## src/rtl/gpio_sc_pkg.sv

```systemverilog
package gpio_sc_pkg;
  // Byte offsets within the port window.
  localparam int unsigned OFF_DRV_CLR = 32'h100; // rd: drive enables, wr: clear
  localparam int unsigned OFF_DRV_SET = 32'h104; // wr: set drive enables
  localparam int unsigned OFF_LVL_SET = 32'h108; // rd: output latch, wr: set
  localparam int unsigned OFF_LVL_CLR = 32'h10C; // wr: clear output bits
  localparam int unsigned OFF_PIN_ST  = 32'h110; // rd: sampled pins, wr: arm sampling

  typedef enum logic [2:0] {
    RSEL_NONE,
    RSEL_DRV,
    RSEL_LVL,
    RSEL_PIN
  } rsel_e;
endpackage

```

## src/rtl/gpio_sc_latch.sv

```systemverilog
// Bit-wise set/clear latch: each bit changes only where its mask bit is 1.
module gpio_sc_latch #(
  parameter int W = 32
) (
  input  logic         clk,
  input  logic         rst_n,
  input  logic         set_stb,
  input  logic         clr_stb,
  input  logic [W-1:0] mask,
  output logic [W-1:0] q
);
  for (genvar i = 0; i < W; i++) begin : g_bit
    always_ff @(posedge clk or negedge rst_n) begin
      if (!rst_n) begin
        q[i] <= 1'b0;
      end else if (mask[i]) begin
        if (set_stb)      q[i] <= 1'b1;
        else if (clr_stb) q[i] <= 1'b0;
      end
    end
  end
endmodule

```

## src/rtl/gpio_sc_sampler.sv

```systemverilog
// Pin sampler: the flops stay cleared until armed, then run two stages.
module gpio_sc_sampler #(
  parameter int W = 32,
  parameter int STAGES = 2
) (
  input  logic         clk,
  input  logic         rst_n,
  input  logic         arm,
  input  logic [W-1:0] pin_in,
  output logic [W-1:0] level
);
  logic         armed;
  logic [W-1:0] stage [STAGES];

  always_ff @(posedge clk or negedge rst_n) begin
    if (!rst_n) armed <= 1'b0;
    else if (arm) armed <= 1'b1;
  end

  for (genvar s = 0; s < STAGES; s++) begin : g_stage
    always_ff @(posedge clk or negedge rst_n) begin
      if (!rst_n) begin
        stage[s] <= '0;
      end else if (armed) begin
        if (s == 0) stage[s] <= pin_in;
        else        stage[s] <= stage[s-1];
      end
    end
  end

  assign level = stage[STAGES-1];
endmodule

```

## src/rtl/gpio_sc_rdmux.sv

```systemverilog
// Read path: offset decode and the registered read-data port.
module gpio_sc_rdmux
  import gpio_sc_pkg::*;
#(
  parameter int ADDR_W = 12,
  parameter int DATA_W = 32,
  parameter int W = 32
) (
  input  logic              clk,
  input  logic              rst_n,
  input  logic              rd,
  input  logic [ADDR_W-1:0] addr,
  input  logic [W-1:0]      drv,
  input  logic [W-1:0]      lvl,
  input  logic [W-1:0]      pins,
  output logic [DATA_W-1:0] rdata
);
  rsel_e             sel;
  logic [W-1:0]      pick;
  logic [DATA_W-1:0] ext;

  always_comb begin
    if (addr == ADDR_W'(OFF_DRV_CLR))     sel = RSEL_DRV;
    else if (addr == ADDR_W'(OFF_LVL_SET)) sel = RSEL_LVL;
    else if (addr == ADDR_W'(OFF_PIN_ST))  sel = RSEL_PIN;
    else                                   sel = RSEL_NONE;
  end

  always_comb begin
    unique case (sel)
      RSEL_DRV: pick = drv;
      RSEL_LVL: pick = lvl;
      RSEL_PIN: pick = pins;
      default:  pick = '0;
    endcase
    ext = '0;
    ext[W-1:0] = pick;
  end

  always_ff @(posedge clk or negedge rst_n) begin
    if (!rst_n)  rdata <= '0;
    else if (rd) rdata <= ext;
  end
endmodule

```

## src/rtl/gpio_sc_port.sv

```systemverilog
// Set/clear register GPIO port, top level.
module gpio_sc_port
  import gpio_sc_pkg::*;
#(
  parameter int ADDR_W = 12,
  parameter int DATA_W = 32,
  parameter int NUM_PINS = 32
) (
  input  logic                clk,
  input  logic                rst_n,
  input  logic [ADDR_W-1:0]   bus_addr,
  input  logic                bus_wr,
  input  logic [DATA_W-1:0]   bus_wdata,
  input  logic                bus_rd,
  output logic [DATA_W-1:0]   bus_rdata,
  input  logic [NUM_PINS-1:0] pin_in,
  output logic [NUM_PINS-1:0] pin_out,
  output logic [NUM_PINS-1:0] pin_oe
);
  localparam int W = NUM_PINS;

  logic         wr_drv_clr, wr_drv_set, wr_lvl_set, wr_lvl_clr, wr_arm;
  logic [W-1:0] mask;
  logic [W-1:0] pin_level;

  assign mask       = bus_wdata[W-1:0];
  assign wr_drv_clr = bus_wr && (bus_addr == ADDR_W'(OFF_DRV_CLR));
  assign wr_drv_set = bus_wr && (bus_addr == ADDR_W'(OFF_DRV_SET));
  assign wr_lvl_set = bus_wr && (bus_addr == ADDR_W'(OFF_LVL_SET));
  assign wr_lvl_clr = bus_wr && (bus_addr == ADDR_W'(OFF_LVL_CLR));
  assign wr_arm     = bus_wr && (bus_addr == ADDR_W'(OFF_PIN_ST));

  gpio_sc_latch #(.W(W)) u_drv (
    .clk(clk), .rst_n(rst_n),
    .set_stb(wr_drv_set), .clr_stb(wr_drv_clr),
    .mask(mask), .q(pin_oe)
  );

  gpio_sc_latch #(.W(W)) u_lvl (
    .clk(clk), .rst_n(rst_n),
    .set_stb(wr_lvl_set), .clr_stb(wr_lvl_clr),
    .mask(mask), .q(pin_out)
  );

  gpio_sc_sampler #(.W(W), .STAGES(2)) u_smp (
    .clk(clk), .rst_n(rst_n),
    .arm(wr_arm), .pin_in(pin_in), .level(pin_level)
  );

  gpio_sc_rdmux #(.ADDR_W(ADDR_W), .DATA_W(DATA_W), .W(W)) u_rd (
    .clk(clk), .rst_n(rst_n),
    .rd(bus_rd), .addr(bus_addr),
    .drv(pin_oe), .lvl(pin_out), .pins(pin_level),
    .rdata(bus_rdata)
  );
endmodule

```

## config.mk

```make
export PLATFORM = sky130hd
export DESIGN_NAME = gpio_sc_port
export DESIGN_NICKNAME = d
export VERILOG_FILES = /design/src/rtl/gpio_sc_pkg.sv /design/src/rtl/gpio_sc_latch.sv /design/src/rtl/gpio_sc_sampler.sv /design/src/rtl/gpio_sc_rdmux.sv /design/src/rtl/gpio_sc_port.sv
export SDC_FILE = /design/constraint.sdc
export NUM_CORES = 1
export LEC_CHECK = 0
export BUFFER_PORTS_ARGS = -buffer_cell sky130_fd_sc_hd__buf_2
export CORE_ASPECT_RATIO = 1.75
export CORE_MARGIN = 2
export CORE_UTILIZATION = 58
export CTS_CLUSTER_DIAMETER = 100
export CTS_CLUSTER_SIZE = 28
export DETAILED_ROUTE_END_ITERATION = 10
export GPL_ROUTABILITY_DRIVEN = 0
export GPL_TIMING_DRIVEN = 1
export PLACE_DENSITY = 0.93
export SLEW_MARGIN = 0
export SYNTH_ARGS = -nofsm -noshare
export SYNTH_HDL_FRONTEND = slang
export SYNTH_SLANG_ARGS = --single-unit
```

## constraint.sdc

```tcl
create_clock -name clk -period 2.5 [get_ports clk]
set_input_delay 0.5 -clock clk [delete_from_list [all_inputs] [get_ports clk]]
set_output_delay 0.5 -clock clk [all_outputs]
set_load 0.05 [all_outputs]
```

### After elaboration in Yosys (flattened, before gate mapping)

Cells that the tools add are included.

| word-level totals | value |
|---|---|
| output and inout port bits | 96 |
| register bits after elaboration | 161 |
| input bits | 80 |
| word-level logic and storage cells | 155 |

| operators by class | value |
|---|---|
| multiplexer cells | 8 |
| reduce and logical (&&, ||, !) cells | 71 |
| eq/ne operators | 8 |

Operator list:

| cell | number |
|---|---|
| $reduce_and A2 Y1 | 64 |
| $pmux W32 S3 | 1 |
| $eq A12 B9 Y1 const B | 5 |
| $eq A3 B2 Y1 const B | 2 |
| $mux W3 | 2 |
| $logic_and A1 B1 Y1 | 5 |
| $mux W1 | 4 |
| $reduce_bool A2 Y1 | 2 |
| $eq A3 B1 Y1 const B | 1 |
| $mux W2 | 1 |

### Longest topological paths before layout

Gate-level depths: netlist (run 1).

| logic depth | value |
|---|---|
| depth in word-level cells | 6 |
| gate-level depth with buffers | 6 |
| depth with buffers taken out | 4 |

### Cells and area by module

A second synthesis (run 1) with hierarchy kept.

| unflattened totals | value |
|---|---|
| cells, all modules | 607 |
| area total of the unflattened synthesis | 7698.6 um^2 |

By module, submodules not included:

| module | cells each | seq. area each (um^2) | area each (um^2) | instances |
|---|---|---|---|---|
| gpio_sc_sampler | 169 | 1626.6 | 2850.2 | 1 |
| gpio_sc_latch | 102 | 800.8 | 1249.9 | 2 |
| gpio_sc_rdmux | 221 | 800.8 | 2245.9 | 1 |
| gpio_sc_port | 13 | 0.0 | 102.6 | 1 |

### Least setup slack after synthesis (run 1)

OpenSTA, ideal clock, no wires.

| timing path | value |
|---|---|
| path type | input to register |
| from | in bus_addr[11] |
| to | reg u_drv.q[0] |
| arrival | 1.803 ns |
| data required time | 2.379 ns |
| path buffers | 2 |
| setup slack | 0.576 ns |
| stages | 6 |
| setup time | 0.121 ns |
| cells stage by stage | nor4_4 -> nand3b_4 -> buf_6 -> buf_6 -> or3_1 -> a22o_1 |

| between the ends | value |
|---|---|
| cells in the longest elaborated chain, start to end | 4 |
| elaborated cells on any way between the ends | 7 |
| those cells by class | eq/ne (2); mux (1); reduce/logical (4) |

RTL lines:

| element | line | source |
|---|---|---|
| start, declared | gpio_sc_port.sv:11 | `input logic [ADDR_W-1:0] bus_addr,` |
| $eq A12 B9 Y1, on equally long branches | gpio_sc_port.sv:27, gpio_sc_port.sv:28 |  |
| $logic_and A1 B1 Y1, on equally long branches | gpio_sc_port.sv:27, gpio_sc_port.sv:28 |  |
| $reduce_bool A2 Y1 (no source line) | - |  |
| $reduce_and A2 Y1 (no source line) | - |  |
| end signal, assigned by index | gpio_sc_latch.sv:15 | `q[i] <= 1'b0;` |
| end signal, assigned by index | gpio_sc_latch.sv:17 | `if (set_stb) q[i] <= 1'b1;` |
| end signal, assigned by index | gpio_sc_latch.sv:18 | `else if (clr_stb) q[i] <= 1'b0;` |
| end, declared | gpio_sc_latch.sv:10 | `output logic [W-1:0] q` |

Several ways; a longest one is shown, not always the timed one.
A chain may end at the register's enable or synchronous reset.

### Worst setup path after layout (run 1)

| timing path | value |
|---|---|
| from | in bus_addr[11] |
| to | reg u_lvl.q[2] |

| between the ends | value |
|---|---|
| cells in the longest elaborated chain, start to end | 4 |
| elaborated cells on any way between the ends | 7 |
| those cells by class | eq/ne (2); mux (1); reduce/logical (4) |

RTL lines:

| element | line |
|---|---|
| $eq A12 B9 Y1, on equally long branches | gpio_sc_port.sv:30, gpio_sc_port.sv:29 |
| $logic_and A1 B1 Y1, on equally long branches | gpio_sc_port.sv:30, gpio_sc_port.sv:29 |
| $reduce_bool A2 Y1 (no source line) | - |
| $reduce_and A2 Y1 (no source line) | - |
| end signal, assigned by index | gpio_sc_latch.sv:15 |
| end signal, assigned by index | gpio_sc_latch.sv:17 |
| end signal, assigned by index | gpio_sc_latch.sv:18 |
| end, declared | gpio_sc_latch.sv:10 |

Several ways; a longest one is shown, not always the timed one.

==> flow_summary.toml, run 1 <==
[run_status]
status = "complete, no violations"

[die]
die_y_um = 151.9
start_util = 0.5864
dieArea_um2 = 13450
num_rows = 54
core_um2 = 12360
dieWidth_um = 88.52
num_io_pins = 176

[synth]
yosysSeqAreaShare = 0.5557
synth_cell_types = 25
synth_warnings = 0
synth_area_um2 = 7251
yosysMostFrequentCell = "dfrtp_1"
yosys.area.top_type_share = 0.5557
synth.avg_cell_area_um2 = 13.16
ys_seq_elements = 161
synth_edf_count = 0
async_flop_share = 1.000
synth_nets = 631
synthTopCellsByArea = "dfrtp_1 56%, a22o_1 12%, mux2_2 9.9%"
synth_common_cells = "161 x dfrtp_1, 96 x a22o_1, 64 x mux2_2, 64 x or3_1, 34 x nor2b_1"
synth_top_area_cell = "dfrtp_1"
ys.flop_type = "dfrtp_1"
synthCells = 551

[global_routing]
grt_max_degree = 58
busiest_layer = "met2"
grt_usage = 0.3059
grtUsageMet2 = 0.4959
grt_overflow = 0
met3_usage = 0.06247
antenna_found_initial = 7
grt_pass1_wl_um = 31480
grt_use_met1 = 0.3779
grt_pass1_vias = 6013

[critical_path]
endpoint_kind = "flip-flop"
worst-path-max-fanout = 32
path_class = "in2reg"
crit_required_ps = 2860
cp-start-kind = "primary input"
worstPathArrival_ps = 2290
r2r_start = "u_smp.armed"
crit_start = "bus_addr[11]"

[route]
dr.pass1.iters = 5
routed_wl_um = 20070
wl_per_cell_um = 22.30
via_per_inst = 6.403
ant_nets = 0
drc_errors = 0
vias = 5763
drtIter0Drc = 526

[timing]
fmax_ghz = 0.5179
final.setup.tns_ps = 0
rsz0062_at_grt = "no"
fin_crit_ps = 1931
clock_skew_ps = 8.610
period_share = 0.7723
worst_slew_pin_slew_ps = 950.4
relSlewSlack = 0.3651
maxSlewViolCount = 0
whs_ps = 45.16
finalSetupViolations = 0
finalHoldViolCount = 0

[min_path]
worstHoldPathType = "in2async"

[cts]
cts_inserted_buffers = 17
cts.clk_slew.worst_paths_ps = 60
cts_tree = "built"
cts-hold-fix-buffers = 0
clockRootBuffer = "clkbuf_16"
clk_path_buf_depth = 2
numClockSinks = 161
insertion_delay_ps = 420
ctsResizeCount = 0
cts_max_level = 4
postCtsSetupBuffers = 0

[finish]
drive_gt1_frac = 0.4193
fin_cells = 900
nNetsFinal = 792
syn_to_final_growth_pct = 22.16
fillCellCount = 823

[run]
max_cap_violations = 0

[pwr]
p_int_mw = 4.322
finalPower_mw = 5.634
seqPwrFrac = 0.481
ir_worst_vdd_mv = 0.4864
swShare = 0.2329
powerDensity_nw_per_um2 = 636.1
p_comb_frac = 0.060
clkPwrFrac = 0.459
p_leak_nw = 4.441
p_sw_mw = 1.312

[place]
hpwl_um = 13210
dpl.cell_count = 861
portBuffers = 175
-- kinds of logic after synthesis --
family	after synthesis	synth area share
DFF	161	0.5557
and+or+nand+nor	148	0.1467
AOI/OAI and AO/OA	129	0.1613
muxes	64	0.09940
buffers and inverters	49	0.03693
-- per-layer routing --
metal  share of wire  vias to the layer above
li1                -                     2436
met1            0.37                     2924
met2            0.53                      335
met3           0.064                       68
met4           0.044                        0
met5               0                        -
-- final timing paths --
path                                        end  slack [ps]  cells after the start
worst max register to register   u_smp.level[6]         920                      2
worst min register to register  u_smp.level[11]         500                      1
max in group asynchronous        u_smp.level[3]        1730                      2
min in group clk                u_smp.stage[41]         310                      2
worst max-delay path                 u_lvl.q[2]         570                      6
worst min-delay path            u_smp.stage[58]          50                      1
-- power by group through the flow --
| stage | Sequential [mW] | Combinational [mW] | Clock, mW |
|---|---|---|---|
| after floorplan | 2.75 | 0.139 | 0 |
| after global placement | 2.75 | 0.322 | 0 |
| after detailed placement | 2.75 | 0.338 | 0 |
| after CTS | 2.71 | 0.341 | 2.61 |
| after global routing | 2.71 | 0.369 | 2.73 |
| final | 2.71 | 0.340 | 2.59 |
-- critical path, stage by stage --
cell,delay (ps)
buf_2,110
nor4_4,310
nand3b_4,350
nor4_4,410
buf_4,360
a22o_1,210
-- cell usage in the layout, fill, tap and decap left out, types with 2 or more instances in the layout --
cell type / n
clkbuf_8: 2
clkbuf_16: 17
buf_4: 13
nand2_1: 3
nand3b_1: 32
mux2_2: 64
nor2b_4: 2
diode_2: 7
a22o_1: 96
or3_1: 64
clkinv_2: 4
bufinv_16: 2
buf_12: 3
nor2b_1: 32
buf_2: 174
dfrtp_1: 160
a221o_1: 32
clkinvlp_4: 5
nor4_4: 4
or2_2: 2
-- registers in the layout, indices dropped and copies added (netlist names) --
register and cells:
u_lvl.q 32, u_smp.level 32, u_drv.q 32, u_rd.rdata 32, u_smp.stage 32, u_smp.armed 1
-- area by class of cell --
cell class	count	area (um^2)	share of cell area
clock inverter	13	135.1	0.01526
antenna	7	17.52	0.001978
sequential	161	4030	0.4550
multi-input combinational	341	2972	0.3355
clock buffer	19	452.9	0.05114
tap	168	210.2	0.02373
timing repair buffer	191	1040	0.1174
-- metrics by stage --
step	utilization	worst slack [ps]	instance area, um^2
after floorplan	-	576.1	7251
after global placement	0.6674	228.3	8252
after detailed placement	0.6674	143.7	8252
after CTS	0.7149	573.8	8840
after global routing	0.7164	486.3	8857
final	0.7164	569.3	8857
Power figures use the tool's default switching activity.
==> run 2: changes to the inputs <==
Settings changed: ABC_AREA set to 1, CORE_UTILIZATION 58 to 48, PLACE_DENSITY 0.93 to 0.83.
Clock period 2.5 ns to 1.6 ns, I/O delays scaled along.
==> run 2 against run 1 <==
Compared with the run above: first-iteration DRC count rose by 86%; setup slack got worse by 440 ps; register-to-register slack worse by 460 ps; highest routed layer is now met5.
==> flow_summary.toml, run 2 <==
[die]
die_y_um = 166.9
dieArea_um2 = 16210
core_um2 = 14840
dieWidth_um = 97.10
start_util = 0.4907
num_rows = 59
num_io_pins = 176

[pwr]
finalPower_mw = 8.835
powerDensity_nw_per_um2 = 962.0
ir_worst_vdd_mv = 0.6218
p_leak_nw = 4.996

[route]
drc_errors = 0
routed_wl_um = 22270
via_per_inst = 5.741
dr.pass1.iters = 6
drtIter0Drc = 980
ant_nets = 0
vias = 7240
wl_per_cell_um = 17.66

[synth]
synth_edf_count = 0
ys_seq_elements = 161
synth_top_area_cell = "dfrtp_1"
synth_warnings = 0
synthTopCellsByArea = "dfrtp_1 55%, nand2_1 18%, nand3_1 11%"
synth_cell_types = 19
yosysMostFrequentCell = "nand2_1"
synth_nets = 976
yosys.area.top_type_share = 0.5534
synth_area_um2 = 7281
yosysSeqAreaShare = 0.5534
ys.flop_type = "dfrtp_1"
synthCells = 896
synth_common_cells = "357 x nand2_1, 162 x nand3_1, 161 x dfrtp_1"
synth.avg_cell_area_um2 = 8.126
async_flop_share = 1.000

[global_routing]
grt_max_degree = 66
antenna_found_initial = 4
grt_use_met1 = 0.3405
met3_usage = 0.06337
grt_overflow = 0
grtUsageMet2 = 0.4511
grt_pass1_vias = 7015
grt_pass1_wl_um = 35940
busiest_layer = "met2"
grt_usage = 0.2766

[timing]
finalHoldViolCount = 0
worst_slew_pin_slew_ps = 455.8
maxSlewViolCount = 0
fin_crit_ps = 1470
finalSetupViolations = 0
rsz0062_at_grt = "no"
period_share = 0.9190
clock_skew_ps = 8.816
fmax_ghz = 0.6801
relSlewSlack = 0.6962

[cts]
cts.clk_slew.worst_paths_ps = 60
insertion_delay_ps = 430
cts_tree = "built"
clk_path_buf_depth = 2
numClockSinks = 161
cts_max_level = 4
clockRootBuffer = "clkbuf_16"
cts_inserted_buffers = 17
ctsResizeCount = 0

[critical_path]
worst-path-max-fanout = 3
max_stage_delay_ps = 430
crit_buf_inv = 1
path_cells = "buf_2"
cp_top_family = "flip-flops"
cp-start-kind = "flip-flop"
slowest_stage = "dfrtp_1"
worstPathArrival_ps = 1150
crit_required_ps = 1280
endpoint_kind = "output pin"
path_class = "reg2out"

[finish]
syn_to_final_growth_pct = 26.14
final_util = 0.6189
final_cell_mix = "357 x nand2_1, 174 x buf_2, 162 x nand3_1"
fillCellCount = 1236
drive_gt1_frac = 0.2374
nNetsFinal = 1141
final_common_cell = "nand2_1"

[min_path]
worstHoldPathType = "in2reg"

[place]
portBuffers = 175
hpwl_um = 14910

[run]
max_cap_violations = 0

[run_status]
status = "complete, no violations"
==> run 2: per-layer routing <==
metal / wire (um) / up-vias
met5: 11 / -
met4: 1098 / 2
met3: 2059 / 96
met2: 11080 / 470
met1: 8020 / 3420
li1: - / 3252
==> run 2: metrics by stage <==
stage,setup WS (ps),instances,area (um^2),hold WS (ps),TNS (ps)
2_1_floorplan,198.6,896,7281,24.41,0
3_3_place_gp,32.34,1224,8567,286.0,0
3_5_place_dp,-46.35,1224,8567,286.8,-812.2
4_1_cts,140.3,1257,9174,95.76,0
5_1_grt,99.78,1260,9181,98.01,0
6_report,129.7,1261,9184,102.6,0
==> run 2: cell type report <==
type	instances	area [um^2]	share of cell area
tap	183	229.0	0.02493
sequential	161	4030	0.4388
antenna	4	10.01	0.001090
clock inverter	15	171.4	0.01866
inverter	41	153.9	0.01676
timing repair buffer	208	1358	0.1478
multi-input combinational	632	2806	0.3056
clock buffer	17	425.4	0.04632
==> run 2: kinds of logic after synthesis <==
| logic type | after synthesis | synth area share |
|---|---|---|
| AOI/OAI and AO/OA | 64 | 0.04399 |
| buffers and inverters | 103 | 0.06358 |
| and+or+nand+nor | 568 | 0.3391 |
| DFF | 161 | 0.5534 |
==> run 2: power by group <==
part / internal, mW / switching [mW] / total, mW / leakage [nW]
clock: 2.35 / 1.77 / 4.11 / 0.292
sequential: 4.16 / 0.0524 / 4.21 / 2.10
combinational: 0.161 / 0.350 / 0.511 / 2.61
==> run 2: final timing paths <==
check	slack (ps)	start	end	depth (start not counted)
max	130	u_lvl.q[17]	pin_out[17]	1
min	100	pin_in[12]	u_smp.stage[44]	3
max reg2reg	460	u_smp.armed	u_smp.level[16]	4
min reg2reg	470	u_rd.rdata[16]	u_rd.rdata[16]	2
max in group asynchronous	620	rst_n	u_rd.rdata[1]	3
min in group asynchronous	410	rst_n	u_smp.stage[39]	2
==> run 2: repair_timing <==
| item | CTS | global route |
|---|---|---|
| setup buffers | 0 | 0 |
| hold buffers | 1 | 0 |
| endpoints found under the hold margin | 38 | 0 |
==> run 3: changes to the inputs <==
--- a/config.mk
+++ b/config.mk
@@ -8,4 +8,5 @@
 export ABC_AREA = 1
 export BUFFER_PORTS_ARGS = -buffer_cell sky130_fd_sc_hd__buf_2
+export CAP_MARGIN = 10
 export CORE_ASPECT_RATIO = 1.75
 export CORE_MARGIN = 2
==> constraint.sdc (replaced) <==
create_clock -name clk -period 1.6 [get_ports clk]
set_input_delay 0.32 -clock clk [delete_from_list [all_inputs] [get_ports clk]]
set_output_delay 0.32 -clock clk [all_outputs]
set_load 0.1 [all_outputs]
==> run 3 against run 2 <==
Compared with the run above: wire length is 0.76% higher; sequential share of layout area is 0.65 points lower; clock-buffer cell count stayed put; cell area is 1.5% higher; sequential power hardly changed; hold slack worse by 3.2 ps; critical path depth stayed put; setup slack worse by 120 ps; non-clock buffer count stayed put.
==> flow_summary.toml, run 3 (synthesized netlist as in run 2, its figures left out) <==
[finish]
drive_gt1_frac = 0.2374
fillCellCount = 1201
nNetsFinal = 1141
final_cell_mix = "357 x nand2_1, 162 x nand3_1, 160 x dfrtp_1"
fin_cells = 1261
final_common_cell = "nand2_1"
final_cell_area_um2 = 9321
syn_to_final_growth_pct = 28.03
final_util = 0.6282

[cts]
cts.clk_slew.worst_paths_ps = 70
insertion_delay_ps = 430
cts_max_level = 4
cts_inserted_buffers = 17
clk_path_buf_depth = 2
numClockSinks = 161
postCtsSetupBuffers = 0
cts_tree = "built"
clockRootBuffer = "clkbuf_16"

[place]
hpwl_um = 14910
postPlaceCellArea_um2 = 8567
portBuffers = 175
dpl.cell_count = 1224
pre_cts_ws_ps = -46.35

[timing]
fmax_ghz = 0.6283
maxSlewViolCount = 0
period_share = 0.9947
finalHoldViolCount = 0
fin_ws_ps = 8.471
relSlewSlack = 0.6485
worst_slew_pin_slew_ps = 530.9
finalSetupViolations = 0
clock_skew_ps = 8.840
fin_crit_ps = 1592
rsz0062_at_grt = "no"
whs_ps = 99.40

[critical_path]
worst_r2r_path_depth = 4
endpoint_kind = "output pin"
max_stage_delay_ps = 450
cp_top_family = "buffers and inverters"
slowest_stage = "buf_2"
crit_required_ps = 1280
r2r_end = "u_smp.level[16]"
worst-path-max-fanout = 2
r2r_start = "u_smp.armed"
path_class = "reg2out"
worst-r2r-setup-slack_ps = 440
path_cells = "buf_2"
cp-start-kind = "flip-flop"
worstPathArrival_ps = 1270
crit_buf_inv = 1

[global_routing]
grt_pass1_wl_um = 36090
antenna_found_initial = 4
grt_usage = 0.2781
grt_pass1_vias = 7049
grt_max_degree = 66
grt_overflow = 0

[run_status]
status = "complete, no violations"

[route]
vias = 7225
dr.pass1.iters = 6
wl_per_cell_um = 17.79
routed_wl_um = 22440
drc_errors = 0
drtIter0Drc = 962
via_per_inst = 5.730
ant_nets = 0

[min_path]
hold_depth = 3
min_to = "u_smp.stage[44]"
worstHoldPathType = "in2reg"
hp-start = "pin_in[12]"

[die]
dieWidth_um = 97.10
dieArea_um2 = 16210
core_um2 = 14840
num_rows = 59
die_y_um = 166.9
num_io_pins = 176
start_util = 0.4907

[run]
max_cap_violations = 0

[pwr]
powerDensity_nw_per_um2 = 951.0
ir_worst_vdd_mv = 0.6217
p_leak_nw = 4.967
==> run 3: layout make-up <==
cell class	count	area (um^2)	area share
Tap cell	183	229.0	0.02456
Timing Repair Buffer	208	1495	0.1604
Inverter	41	153.9	0.01651
Clock buffer	17	425.4	0.04564
Clock inverter	15	171.4	0.01839
Sequential cell	161	4030	0.4323
Multi-Input combinational cell	632	2806	0.3011
Antenna cell	4	10.01	0.001074
==> run 3: metal layers <==
layer / vias up / GRT usage / share of wire / routed length [um]
met5: - / 0 / 0.00049 / 11
met4: 2 / 0.1519 / 0.053 / 1186
met3: 99 / 0.06379 / 0.093 / 2076
met2: 465 / 0.4538 / 0.50 / 11140
met1: 3410 / 0.3411 / 0.36 / 8028
li1: 3249 / - / - / -
==> run 3: worst max-delay path by stage <==
| stage | from | end | slack (ps) | cells after the start |
|---|---|---|---|---|
| floorplan | bus_addr[7] | u_drv.q[23] | 190 | 7 |
| CTS | u_drv.q[18] | pin_oe[18] | 0.08 | 1 |
| global placement | bus_addr[10] | u_drv.q[16] | 30 | 9 |
| detailed placement | bus_addr[10] | u_drv.q[1] | -50 | 9 |
| global route | u_lvl.q[30] | pin_out[30] | 3 | 1 |
| finish | u_rd.rdata[19] | bus_rdata[19] | 8 | 1 |
==> run 3: per-stage QoR <==
| step | TNS [ps] | power [mW] |
|---|---|---|
| floorplan | 0 | 4.468 |
| global placement | 0 | 4.799 |
| detailed placement | -812.2 | 4.812 |
| CTS | 0 | 8.893 |
| global route | 0 | 9.137 |
| finish | 0 | 8.864 |
==> run 3: report_power, final <==
| part | switching [mW] | total [mW] | leakage (nW) | internal (mW) |
|---|---|---|---|---|
| logic | 0.378 | 0.543 | 2.58 | 0.164 |
| clock network | 1.76 | 4.11 | 0.292 | 2.35 |
| registers | 0.0518 | 4.21 | 2.10 | 4.16 |
| total | 2.19 | 8.86 | 4.97 | 6.67 |
==> run 3: what timing repair did <==
action / in CTS / in global routing
endpoints found under the setup margin: 17 / 38
hold buffers: 1 / 0
endpoints found under the hold margin: 38 / 0
gates resized for setup: 17 / 38
==> run 3: tightest hold or removal path, stage by stage <==
cell and delay [ps]:
buf_2 70, nand2_1 40, o21ai_0 60
